$ cat src/rtl/sby_pkg.sv
package sby_pkg;

    typedef enum logic [1:0] {
        ST_RUN  = 2'd0,
        ST_SBY  = 2'd1,
        ST_WAIT = 2'd2,
        ST_RST  = 2'd3
    } sby_state_e;

    typedef struct packed {
        logic core_en;
        logic periph_en;
        logic sel_main;
        logic pin_hold;
        logic pin_hiz;
        logic retain_en;
        logic stab_wait;
        logic cpu_rst;
    } sby_out_t;

endpackage

$ cat src/rtl/sby_clksel.sv
module sby_clksel (
    input  logic clk,
    input  logic rst_n,
    input  logic wr,
    input  logic wr_main,
    output logic clk_main
);
    // Clock-source select bit: only power-on reset and writes touch it.
    always_ff @(posedge clk or negedge rst_n) begin
        if (!rst_n) begin
            clk_main <= 1'b1;
        end else if (wr) begin
            clk_main <= wr_main;
        end
    end

    // nothing but a write may change the selection
    a_r11_sel_write_only: assert property (@(posedge clk) disable iff (!rst_n)
        !wr |=> $stable(clk_main));
endmodule

$ cat src/rtl/sby_stab_cnt.sv
module sby_stab_cnt #(
    parameter int CNT_W = 8
) (
    input  logic             clk,
    input  logic             rst_n,
    input  logic             run,
    input  logic             tick,
    input  logic [CNT_W-1:0] len,
    output logic             expire
);
    logic [CNT_W-1:0] cnt;
    logic [CNT_W:0]   cnt_inc;

    assign cnt_inc = {1'b0, cnt} + {{CNT_W{1'b0}}, 1'b1};
    assign expire  = run & tick & (cnt_inc >= {1'b0, len});

    always_ff @(posedge clk or negedge rst_n) begin
        if (!rst_n) begin
            cnt <= '0;
        end else if (!run) begin
            cnt <= '0;
        end else if (tick) begin
            cnt <= cnt_inc[CNT_W-1:0];
        end
    end

    // without a tick the count does not advance during the wait
    a_r8_hold_no_tick: assert property (@(posedge clk) disable iff (!rst_n)
        (run && !tick) |=> $stable(cnt));
endmodule

$ cat src/rtl/sby_fsm.sv
module sby_fsm
    import sby_pkg::*;
(
    input  logic       clk,
    input  logic       rst_n,
    input  logic       ctl_wr,
    input  logic       ctl_stop,
    input  logic       ctl_main,
    input  logic       ctl_float,
    input  logic       irq_pend,
    input  logic       ext_rst,
    input  logic       expire,
    input  logic       clk_main,
    output logic       count_run,
    output logic       stab_done,
    output sby_out_t   outs
);
    sby_state_e st, st_nxt;
    logic       pin_float_q;
    logic       cause_rst_q;
    logic       entry_ok;

    assign entry_ok  = ctl_wr & ctl_stop & ~ctl_main & ~irq_pend & ~ext_rst;
    assign count_run = (st == ST_WAIT);

    // Next-state logic
    always_comb begin
        st_nxt = st;
        unique case (st)
            ST_RUN: begin
                if (ext_rst)       st_nxt = ST_RST;
                else if (entry_ok) st_nxt = ST_SBY;
            end
            ST_SBY: begin
                if (ext_rst || irq_pend) st_nxt = ST_WAIT;
            end
            ST_WAIT: begin
                if (expire) st_nxt = (cause_rst_q || ext_rst) ? ST_RST : ST_RUN;
            end
            ST_RST: begin
                if (!ext_rst) st_nxt = ST_RUN;
            end
            default: st_nxt = ST_RUN;
        endcase
    end

    // State register and the registers tied to transitions
    always_ff @(posedge clk or negedge rst_n) begin
        if (!rst_n) begin
            st          <= ST_RUN;
            pin_float_q <= 1'b0;
            cause_rst_q <= 1'b0;
            stab_done   <= 1'b0;
        end else begin
            st        <= st_nxt;
            stab_done <= expire;
            if (st == ST_RUN && st_nxt == ST_SBY) begin
                pin_float_q <= ctl_float;
            end
            if (st == ST_SBY && st_nxt == ST_WAIT) begin
                cause_rst_q <= ext_rst;
            end else if (st == ST_WAIT && ext_rst) begin
                cause_rst_q <= 1'b1;
            end
        end
    end

    // Output decode
    always_comb begin
        outs = '0;
        unique case (st)
            ST_RUN: begin
                outs.core_en   = 1'b1;
                outs.periph_en = 1'b1;
                outs.sel_main  = clk_main;
            end
            ST_SBY: begin
                outs.sel_main  = 1'b1;
                outs.retain_en = 1'b1;
                outs.pin_hiz   = pin_float_q;
                outs.pin_hold  = ~pin_float_q;
            end
            ST_WAIT: begin
                outs.sel_main  = 1'b1;
                outs.retain_en = 1'b1;
                outs.stab_wait = 1'b1;
                outs.core_en   = cause_rst_q;
                outs.cpu_rst   = cause_rst_q;
            end
            ST_RST: begin
                outs.core_en   = 1'b1;
                outs.periph_en = 1'b1;
                outs.sel_main  = clk_main;
                outs.cpu_rst   = 1'b1;
            end
            default: outs = '0;
        endcase
    end

    // standby is only ever reached from a valid entry write
    a_r2_entry_needs_write: assert property (@(posedge clk) disable iff (!rst_n)
        (st == ST_RUN) |=> (st != ST_SBY || $past(ctl_wr && ctl_stop && !ctl_main && !irq_pend)));
    // a pending interrupt vetoes entry
    a_r4_irq_veto: assert property (@(posedge clk) disable iff (!rst_n)
        (st == ST_RUN && irq_pend) |=> (st != ST_SBY));
    // pin mode frozen for the whole standby period
    a_r6_pin_mode_frozen: assert property (@(posedge clk) disable iff (!rst_n)
        (st == ST_SBY) |=> (st != ST_SBY || $stable(pin_float_q)));
    // standby is left only into the stabilization wait
    a_r7_wake_via_wait: assert property (@(posedge clk) disable iff (!rst_n)
        (st == ST_SBY) |=> (st == ST_SBY || st == ST_WAIT));
    // done pulse only follows a wait cycle
    a_r8_done_after_wait: assert property (@(posedge clk) disable iff (!rst_n)
        stab_done |-> $past(st == ST_WAIT));
    // a reset wake never ends directly in RUN
    a_r10_reset_wake_to_rst: assert property (@(posedge clk) disable iff (!rst_n)
        (st == ST_WAIT && cause_rst_q) |=> (st == ST_WAIT || st == ST_RST));
endmodule

$ cat src/rtl/deep_standby_ctrl.sv
module deep_standby_ctrl
    import sby_pkg::*;
#(
    parameter int CNT_W = 8
) (
    input  logic             clk,
    input  logic             rst_n,
    input  logic             ctl_wr,
    input  logic             ctl_stop,
    input  logic             ctl_main,
    input  logic             ctl_float,
    input  logic             irq_pend,
    input  logic             ext_rst,
    input  logic             tb_tick,
    input  logic [CNT_W-1:0] stab_ticks,
    output logic             core_clk_en,
    output logic             periph_clk_en,
    output logic             sel_main_clk,
    output logic             pin_hold,
    output logic             pin_hiz,
    output logic             retain_en,
    output logic             stab_wait,
    output logic             stab_done,
    output logic             cpu_rst
);
    logic     clk_main;
    logic     count_run;
    logic     expire;
    sby_out_t outs;

    sby_clksel u_clksel (
        .clk      (clk),
        .rst_n    (rst_n),
        .wr       (ctl_wr),
        .wr_main  (ctl_main),
        .clk_main (clk_main)
    );

    sby_stab_cnt #(.CNT_W(CNT_W)) u_cnt (
        .clk    (clk),
        .rst_n  (rst_n),
        .run    (count_run),
        .tick   (tb_tick),
        .len    (stab_ticks),
        .expire (expire)
    );

    sby_fsm u_fsm (
        .clk       (clk),
        .rst_n     (rst_n),
        .ctl_wr    (ctl_wr),
        .ctl_stop  (ctl_stop),
        .ctl_main  (ctl_main),
        .ctl_float (ctl_float),
        .irq_pend  (irq_pend),
        .ext_rst   (ext_rst),
        .expire    (expire),
        .clk_main  (clk_main),
        .count_run (count_run),
        .stab_done (stab_done),
        .outs      (outs)
    );

    assign core_clk_en   = outs.core_en;
    assign periph_clk_en = outs.periph_en;
    assign sel_main_clk  = outs.sel_main;
    assign pin_hold      = outs.pin_hold;
    assign pin_hiz       = outs.pin_hiz;
    assign retain_en     = outs.retain_en;
    assign stab_wait     = outs.stab_wait;
    assign cpu_rst       = outs.cpu_rst;

    // clocks gated whenever retention is on outside a reset sequence
    a_r5_gated_when_retained: assert property (@(posedge clk) disable iff (!rst_n)
        (retain_en && !cpu_rst) |-> (!core_clk_en && !periph_clk_en));
    // pins never held and floated at once
    a_r6_pins_exclusive: assert property (@(posedge clk) disable iff (!rst_n)
        !(pin_hold && pin_hiz));
endmodule

$ cat config.mk
export PLATFORM = sky130hd
export DESIGN_NAME = deep_standby_ctrl
export DESIGN_NICKNAME = d
export VERILOG_FILES = /design/src/rtl/sby_pkg.sv /design/src/rtl/sby_clksel.sv /design/src/rtl/sby_stab_cnt.sv /design/src/rtl/sby_fsm.sv /design/src/rtl/deep_standby_ctrl.sv
export SDC_FILE = /design/constraint.sdc
export NUM_CORES = 1
export LEC_CHECK = 0
export BUFFER_PORTS_ARGS = -buffer_cell sky130_fd_sc_hd__buf_2
export CAP_MARGIN = 30
export CELL_PAD_IN_SITES_DETAIL_PLACEMENT = 2
export CELL_PAD_IN_SITES_GLOBAL_PLACEMENT = 2
export CORE_ASPECT_RATIO = 0.5
export CORE_MARGIN = 2
export CORE_UTILIZATION = 32
export CTS_CLUSTER_DIAMETER = 50
export DETAILED_ROUTE_END_ITERATION = 7
export HOLD_SLACK_MARGIN = 0.1
export PLACE_DENSITY = 0.86
export SYNTH_ARGS = -nofsm -noshare
export SYNTH_HDL_FRONTEND = slang
export SYNTH_SLANG_ARGS = --single-unit
$ cat constraint.sdc
create_clock -name clk -period 2.7 [get_ports clk]
set_clock_uncertainty 0.15 [all_clocks]
set_input_delay 0.27 -clock clk [delete_from_list [all_inputs] [get_ports clk]]
set_output_delay 0.27 -clock clk [all_outputs]
set_load 0.05 [all_outputs]
---- Word-level counts from Yosys, hierarchy flattened ----
Cells that the tools add are included.
storage, ports and cells
  register bits ........................... 14
  latch bits .............................. 0
  RAM bits ................................ 0
  bits in read-only memories .............. 0
  output and inout bits ................... 9
  memories kept ........................... 0
operators by class
  add/sub/neg operators ................... 1
  multiply operators ...................... 0
  divide/modulo/power cells ............... 0
  magnitude comparators ................... 1
  equality and inequality tests ........... 6
  shift-type cells ........................ 0
  muxes and demuxes ....................... 18
  bitwise operators ....................... 10
  reductions and logical operators ........ 9
operators by type and width
  operator                                                               count
  8-bit 2-to-1 mux                                                       2
  2-bit 2-to-1 mux                                                       7
  8-bit by 1-bit adder with 9-bit output, second input constant          1
  9-bit by 8-bit >= comparator with 1-bit output                         1
  2-bit one-hot mux with 4 select lines                                  1
  1-bit bitwise AND                                                      6
  2-bit equality test, second input constant                             3
  1-bit one-hot mux with 2 select lines                                  3
  1-bit 2-to-1 mux                                                       5
  2-bit by 1-bit equality test with 1-bit output, second input constant  2
  1-bit inverter                                                         4
  2-bit OR reduction                                                     2
  1-bit logical AND                                                      3
  2-bit logical NOT                                                      1
  1-bit logical OR                                                       2
  2-bit != test, second input constant                                   1
  2-bit nonzero test                                                     1

---- Depth between registers and ports, before layout ----
Gate-level depths: netlist of the first run.
  depth after elaboration ................. 10
  gate-level depth with buffers ........... 11
  mapped depth without buffers ............ 10

---- Modules after synthesis ----
A second synthesis of the first run with hierarchy kept.
second synthesis, totals
  cells, all modules ...................... 132
  area total of the unflattened synthesis .. 1208.7 um^2
by module, submodules not included
  module        instances  cells each  area an instance (um^2)
  sby_stab_cnt  1          73          678.2
  sby_fsm       1          57          489.2
  sby_clksel    1          2           41.3

---- Worst setup path before layout of the first run ----
Ideal clock, no wire load.
  path kind ............................... reg-to-output
  start point ............................. register u_fsm.st[0]
  end point ............................... output port core_clk_en
  arrival time ............................ 2095 ps
  setup slack ............................. 185 ps
  stages on the path, launching flop included .. 5
  cells stage by stage .................... dfrtp_1 > inv_1 > ha_1 > nand2_1 > a21oi_1
between the ends
  word-level cells in the longest chain between the ends .. 3
  elaborated cells between the ends (all ways) .. 5
  those cells by class .................... eq/ne: 2; mux: 1; reduce/logical: 2
ends and longest elaborated chain
  item                                                      RTL line                 text
  from (decl)                                               sby_fsm.sv:18            sby_state_e st, st_nxt;
  from (signal assigned)                                    sby_fsm.sv:55            st <= st_nxt;
  2-bit equality test or 2-bit logical NOT (tied branches)  sby_fsm.sv:71            unique case (st)
  2-bit OR reduction (no line)                              -
  1-bit one-hot mux with 2 select lines *                   sby_fsm.sv:71
  to (decl)                                                 deep_standby_ctrl.sv:16  output logic core_clk_en,
Mark *: on every way between the ends. The rest lies on a longest branch, timed or not.

---- Worst setup path in the final report of the first run ----
  start point ............................. register u_cnt.cnt[0]
  end point ............................... register u_fsm.cause_rst_q
between the ends
  word-level cells in the longest chain between the ends .. 8
  elaborated cells between the ends (all ways) .. 9
  those cells by class .................... add/sub: 1; order compare: 1; eq/ne: 1; mux: 3; bitwise: 1; reduce/logical: 2
ends and longest elaborated chain
  item                                                    RTL line            text
  from (decl)                                             sby_stab_cnt.sv:11  logic [CNT_W-1:0] cnt;
  from (signal assigned)                                  sby_stab_cnt.sv:23  cnt <= cnt_inc[CNT_W-1:0];
  8-bit by 1-bit adder with 9-bit output *                sby_stab_cnt.sv:14  assign cnt_inc = {1'b0, cnt} + {{CNT_W{1'b0}}, 1'b1};
  9-bit by 8-bit >= comparator with 1-bit output *        sby_stab_cnt.sv:15  assign expire = run & tick & (cnt_inc >= {1'b0, len});
  1-bit bitwise AND *                                     sby_stab_cnt.sv:15
  2-bit 2-to-1 mux *                                      sby_fsm.sv:38       if (expire) st_nxt = (cause_rst_q || ext_rst) ? ST_RST : ST_RUN;
  2-bit one-hot mux with 4 select lines *                 sby_fsm.sv:29       unique case (st)
  2-bit equality test *                                   sby_fsm.sv:60       if (st == ST_SBY && st_nxt == ST_WAIT) begin
  1-bit logical AND *                                     sby_fsm.sv:60
  1-bit 2-to-1 mux or 2-bit nonzero test (tied branches)  -
  to (signal assigned)                                    sby_fsm.sv:61       cause_rst_q <= ext_rst;
  to (decl)                                               sby_fsm.sv:20       logic cause_rst_q;
Marked as above.
A chain may end at the register's enable or synchronous reset.

==> impl_metrics.csv, run 1 <==
group,metric,value,unit
synth,yosysUniqueCellTypes,39,
synth,netlist_instances,128,
floorplanning,die_w,88.6,um
floorplanning,io_pins,26,
run_status,status,"completed",
synth,synth_edf_count,0,
timing,setup_viol,0,
setup_path,cp_num_buf_inv,1,
floorplanning,rows,15,
floorplanning,die_area,4110,um2
setup_path,r2r-start,"u_cnt.cnt[0]",
timing,finalSetupTns,0,ns
grt,grt_use_met3,0.0269,
setup_path,reg2reg_slack,0.04,ns
grt,grt_pass1_vias,1159,
floorplanning,initial_core_util,0.334,
timing,relSlewSlack,0.602,
cells_and_area,ff_latch_area,353,um2
clocking,clk_pin_slew,0.06,ns
synth,synth_ff_type,"dfrtp_1",
setup_path,worstSetupEndpointType,"register",
timing,fin_crit,2.66,ns
clocking,cts_max_level,1,
grt,overflow,0,
setup_path,crit_cells,10,
cells_and_area,final_cell_mix,"buf_2 (25), nor2_1 (15), inv_1 (13)",
grt,grt_antenna_before_repair,0,
placed_design,io_buffers,25,
setup_path,cp_common_cell,"and3_4",
power_and_ir_drop,irDropWorstVdd,968,uV
setup_path,cp.required,2.68,ns
setup_path,worst-setup-path-type,"reg2reg",
cells_and_area,fill_cells,396,
power_and_ir_drop,total_leakage_power,0.756,nW
clocking,cts_tree,"yes",
clocking,clock_path_buffers,2,
detailed_routing,drt_iter0_markers,38,
synth,syn_avg_cell_area,8.95,um2
grt,grtUsageMet2,0.404,
setup_path,max_stage_delay,0.42,ns
synth,synth-async-reset-ratio,1.00,
clocking,cts_buffers,3,
setup_path,crit_family,"simple AND/OR/NAND/NOR gates",
setup_path,crit_start,"u_cnt.cnt[0]",
synth,syn_area,1150,um2
synth,ys_ff_latch,14,
grt,grt_pass1_wl,6450,um
grt,grt-busiest-layer,"met2",
timing,maxSlewViolCount,0,
synth,ys_seq_area_frac,0.307,
setup_path,cp.arrival,2.64,ns
cells_and_area,final_util,0.435,
setup_path,regToRegEndpoint,"u_fsm.cause_rst_q",
detailed_routing,ant_nets,0,
clocking,cts_sinks,14,
timing,max_freq,376,MHz
clocking,insertion_delay,0.25,ns
placed_design,finalWeightedCongestion,0.790,
detailed_routing,routed_via_density,5.12,
setup_path,crit_end,"u_fsm.cause_rst_q",
grt,track_usage,0.221,
timing,hold_viol,0,
grt,grt_use_met1,0.260,
cells_and_area,layout_commonest_cell,"buf_2",
setup_path,critPathLaunchType,"register",
detailed_routing,drt_pass1_iterations,4,
cells_and_area,multi_input_comb_area,782,um2
synth,yosys_warnings,0,
timing,hold_ws,0.108,ns
setup_path,r2r_cells,10,
synth,synth_fp_nets,158,
floorplanning,fp.dieH,46.3,um
setup_path,cp_cell_sequence,"buf_4 > and3_4 > and3_4 > xor2_1 > ha_1 > nand4_1 > o221ai_2 > nand2_2 > mux2i_4 > o22a_1",
setup_path,critPathMaxFanout,4,
cells_and_area,n_antenna_cell,0,
clocking,clock-root-buffer,"clkbuf_8",
power_and_ir_drop,pwr_density_cell,1000,nW/um2
placed_design,dp_hpwl,2530,um
cells_and_area,layout-drive-gt1-share,0.356,
worst_hold_path,hold_path.class,"in2reg",
timing,worst_pin_slew,0.592,ns
floorplanning,design.core.area,3430,um2
setup_path,cpMaxStageDelayCell,"dfrtp_1",
detailed_routing,wl_per_cell,19.8,um
detailed_routing,dr_total_vias,1095,
timing,rsz0062_at_grt,"true",
flow_run,cap_violations,0,
detailed_routing,routed_wirelength,4240,um
timing,period_share,0.984,
power_and_ir_drop,total_power,1.50,mW
cells_and_area,fin_nets,194,
detailed_routing,post-route-drc-count,0,
cells_and_area,syn2layout_area_growth,30.3,%
grt,grt_max_degree,15,
==> kinds of logic (layout without fill, tap and decap cells) <==
group,after synthesis,count (layout),synth area share
adders and majority gates,13,13,0.142
buffers and inverters,16,51,0.0589
DFF,14,14,0.307
AOI/OAI and AO/OA,23,23,0.148
and+or+nand+nor,45,45,0.207
xor gates and xnor gates,13,13,0.0993
muxes,4,4,0.0371
==> area by class of cell <==
cell class / instances / share of cell area
Inverter: 14 / 0.0352
Sequential cell: 14 / 0.236
Clock buffer: 4 / 0.0369
Multi-Input combinational cell: 98 / 0.523
Timing Repair Buffer: 33 / 0.126
Tap cell: 51 / 0.0427
==> metrics by stage <==
stage	cells	cell area [um2]	setup slack [ns]
floorplan	128	1150	0.185
global placement	202	1320	0.169
detailed placement	202	1320	0.0622
CTS	210	1420	0.00717
global route	214	1490	-0.0372
finish	214	1490	0.0431
==> cells in the mapped netlist (all sizes together) (2+ instances only) <==
cell type  number  area, um2
a211oi          3       27.5
a21o            2       15.0
a21oi           7       38.8
and2            2       12.5
and3            4       32.5
dfrtp          13        325
ha             13        163
inv            13       48.8
mux2            2       22.5
mux2i           2       20.0
nand2          11       43.8
nand2b          3       18.8
nand4           3       18.8
nor2           15       56.3
o21ai           3       15.0
o31ai           2       15.0
or2             2       12.5
xnor2           3       26.3
xor2           10       87.6
==> state kept, by name, indices dropped and copies added, names as in the netlist <==
name,flops
u_cnt.cnt,8
u_fsm.st,2
u_clksel.clk_main,1
u_fsm.cause_rst_q,1
u_fsm.pin_float_q,1
u_fsm.stab_done,1
==> worst min path at each step <==
stage,startpoint,depth (start not counted),slack (ns),to
4_1_cts,ctl_float,2,0.11,u_fsm.pin_float_q
6_report,ctl_float,2,0.11,u_fsm.pin_float_q
3_3_place_gp,rst_n,1,0.04,u_fsm.st[1]
2_1_floorplan,rst_n,0,-0.18,u_cnt.cnt[0]
3_5_place_dp,rst_n,1,0.04,u_fsm.st[1]
5_1_grt,ctl_float,2,0.12,u_fsm.pin_float_q
==> layer usage <==
layer | wire, um | vias up
li1 | - | 508
met4 | 170 | 0
met5 | 0 | -
met1 | 1770 | 549
met2 | 2200 | 25
met3 | 95 | 13
==> what timing repair did <==
item	CTS	global route
pin swaps	4	8
resized for setup	3	9
endpoints found under the hold margin	14	0
buffers inserted	3	4
hold buffers	1	0
endpoints found under the setup margin	1	3
==> report_power, final <==
part | internal [mW] | switching (mW) | total (mW)
combinational | 0.288 | 0.685 | 0.972
sequential | 0.250 | 0.0612 | 0.312
clock | 0.129 | 0.0832 | 0.213
Power figures use the tool's default switching activity.
==> run 2, diff against run 1 <==
- clock period: 2.7 -> 2.72 ns (I/O delays scaled with it)
==> impl_metrics.csv, run 2 (synthesized netlist as in run 1, its figures left out) <==
group,metric,value,unit
run_status,status,"completed",
setup_path,cp.required,2.70,ns
floorplanning,fp.dieH,46.3,um
timing,finalSetupTns,0,ns
detailed_routing,drt_iter0_markers,18,
cells_and_area,layout_commonest_cell,"buf_2",
power_and_ir_drop,pwr_density_cell,981,nW/um2
timing,relSlewSlack,0.686,
clocking,cts_buffers,3,
cells_and_area,n_antenna_cell,0,
setup_path,max_stage_delay,0.44,ns
grt,grt_antenna_before_repair,0,
cells_and_area,largestRegisters,"u_cnt.cnt: 8 flops, u_fsm.st: 2 flops",
power_and_ir_drop,total_leakage_power,0.733,nW
clocking,insertion_delay,0.25,ns
flow_run,cap_violations,0,
clocking,clock-root-buffer,"clkbuf_8",
clocking,cts_tree,"yes",
cells_and_area,syn2layout_area_growth,24.8,%
timing,period_share,0.951,
floorplanning,die_area,4110,um2
detailed_routing,routed_wirelength,3690,um
floorplanning,io_pins,26,
worst_hold_path,hold_path.class,"in2reg",
cells_and_area,layout-drive-gt1-share,0.316,
detailed_routing,drt_pass1_iterations,4,
cells_and_area,ff_latch_area,352,um2
placed_design,io_buffers,25,
floorplanning,rows,15,
clocking,cts_max_level,1,
grt,track_usage,0.196,
clocking,clk_pin_slew,0.06,ns
floorplanning,die_w,88.6,um
cells_and_area,fin_nets,189,
setup_path,critPathMaxFanout,5,
cells_and_area,stdcell_area,1430,um2
detailed_routing,post-route-drc-count,0,
setup_path,worstSetupEndpointType,"register",
setup_path,cp_cell_sequence,"ha_4 > and3_4 > and3_4 > xor2_1 > ha_1 > nand4_1 > o221ai_2 > nand2_2 > mux2i_2 > o22a_1",
placed_design,place_area,1320,um2
cells_and_area,multi_input_comb_area,757,um2
cells_and_area,regMostFlops,"u_cnt.cnt",
cells_and_area,final_cell_mix,"buf_2 (25), nor2_1 (15), inv_1 (13), dfrtp_1 (13), ha_1 (12)",
placed_design,pre_cts_ws,0.0822,ns
cells_and_area,fill_cells,396,
power_and_ir_drop,irDropWorstVdd,970,uV
floorplanning,design.core.area,3430,um2
timing,worst_pin_slew,0.468,ns
detailed_routing,dr_total_vias,1042,
clocking,clock_path_buffers,2,
detailed_routing,ant_nets,0,
timing,fin_crit,2.59,ns
cells_and_area,largest_register_ffs,8,
timing,hold_viol,0,
power_and_ir_drop,total_power,1.40,mW
timing,maxSlewViolCount,0,
setup_path,crit_family,"simple AND/OR/NAND/NOR gates",
setup_path,cp_num_buf_inv,0,
setup_path,cp.arrival,2.57,ns
detailed_routing,routed_via_density,4.99,
floorplanning,initial_core_util,0.334,
grt,overflow,0,
detailed_routing,wl_per_cell,17.7,um
grt,grt_pass1_vias,1151,
grt,grt_pass1_wl,5950,um
setup_path,cpMaxStageDelayCell,"dfrtp_1",
setup_path,worst-setup-path-type,"reg2reg",
setup_path,critPathLaunchType,"register",
timing,fin_ws,0.133,ns
timing,setup_viol,0,
placed_design,finalWeightedCongestion,0.790,
clocking,cts_sinks,14,
grt,grt_max_degree,15,
placed_design,dp_hpwl,2530,um
cells_and_area,final_util,0.416,
setup_path,cp_common_cell,"and3_4",
timing,max_freq,387,MHz
[run 2: cell types whose count changed in the layout (fill, tap and decap cells not counted), sizes merged]
cell / previous run / this run
buf: 32 / 27
[run 2: cell type report]
| cell class | count | share of cell area |
|---|---|---|
| Inverter | 14 | 0.0367 |
| Multi-Input combinational cell | 98 | 0.529 |
| Tap cell | 51 | 0.0446 |
| Timing Repair Buffer | 28 | 0.105 |
| Clock buffer | 4 | 0.0385 |
| Sequential cell | 14 | 0.246 |
[run 2: through the flow]
step	hold slack, ns	std cells
after CTS	0.112	208
after floorplan	-0.174	128
after detailed placement	0.0433	202
after global routing	0.129	209
after global placement	0.0390	202
final	0.116	209
[run 2: power breakdown]
part	internal (mW)	total, mW	switching, mW
Combinational	0.247	0.886	0.639
Sequential	0.248	0.307	0.0588
Clock	0.128	0.210	0.0818
[run 2: routing by layer]
metal	wire [um]	up-vias	track usage	share of wire
met5	0	-	0	0
met4	16	0	0.0364	0.0043
met3	94	2	0.0161	0.025
met2	1990	21	0.391	0.54
met1	1590	522	0.236	0.43
li1	-	497	-	-
[run 2: repair_timing]
action / in CTS / in global routing
setup buffers: 1 / 1
endpoints found under the hold margin: 14 / 0
pin swaps: 4 / 6
endpoints found under the setup margin: 1 / 3
hold buffers: 1 / 0
resized for setup: 3 / 3
[run 2: path summary, 6_finish.rpt]
kind,end,slack [ns],from,cells after the start
min reg2reg,u_fsm.pin_float_q,0.43,u_fsm.pin_float_q,1
min in group asynchronous,u_cnt.cnt[2],0.31,rst_n,2
max in group asynchronous,u_clksel.clk_main,1.82,rst_n,2
max reg2reg,u_fsm.cause_rst_q,0.13,u_cnt.cnt[0],10
max,u_fsm.cause_rst_q,0.13,u_cnt.cnt[0],10
min,u_fsm.pin_float_q,0.12,ctl_float,2
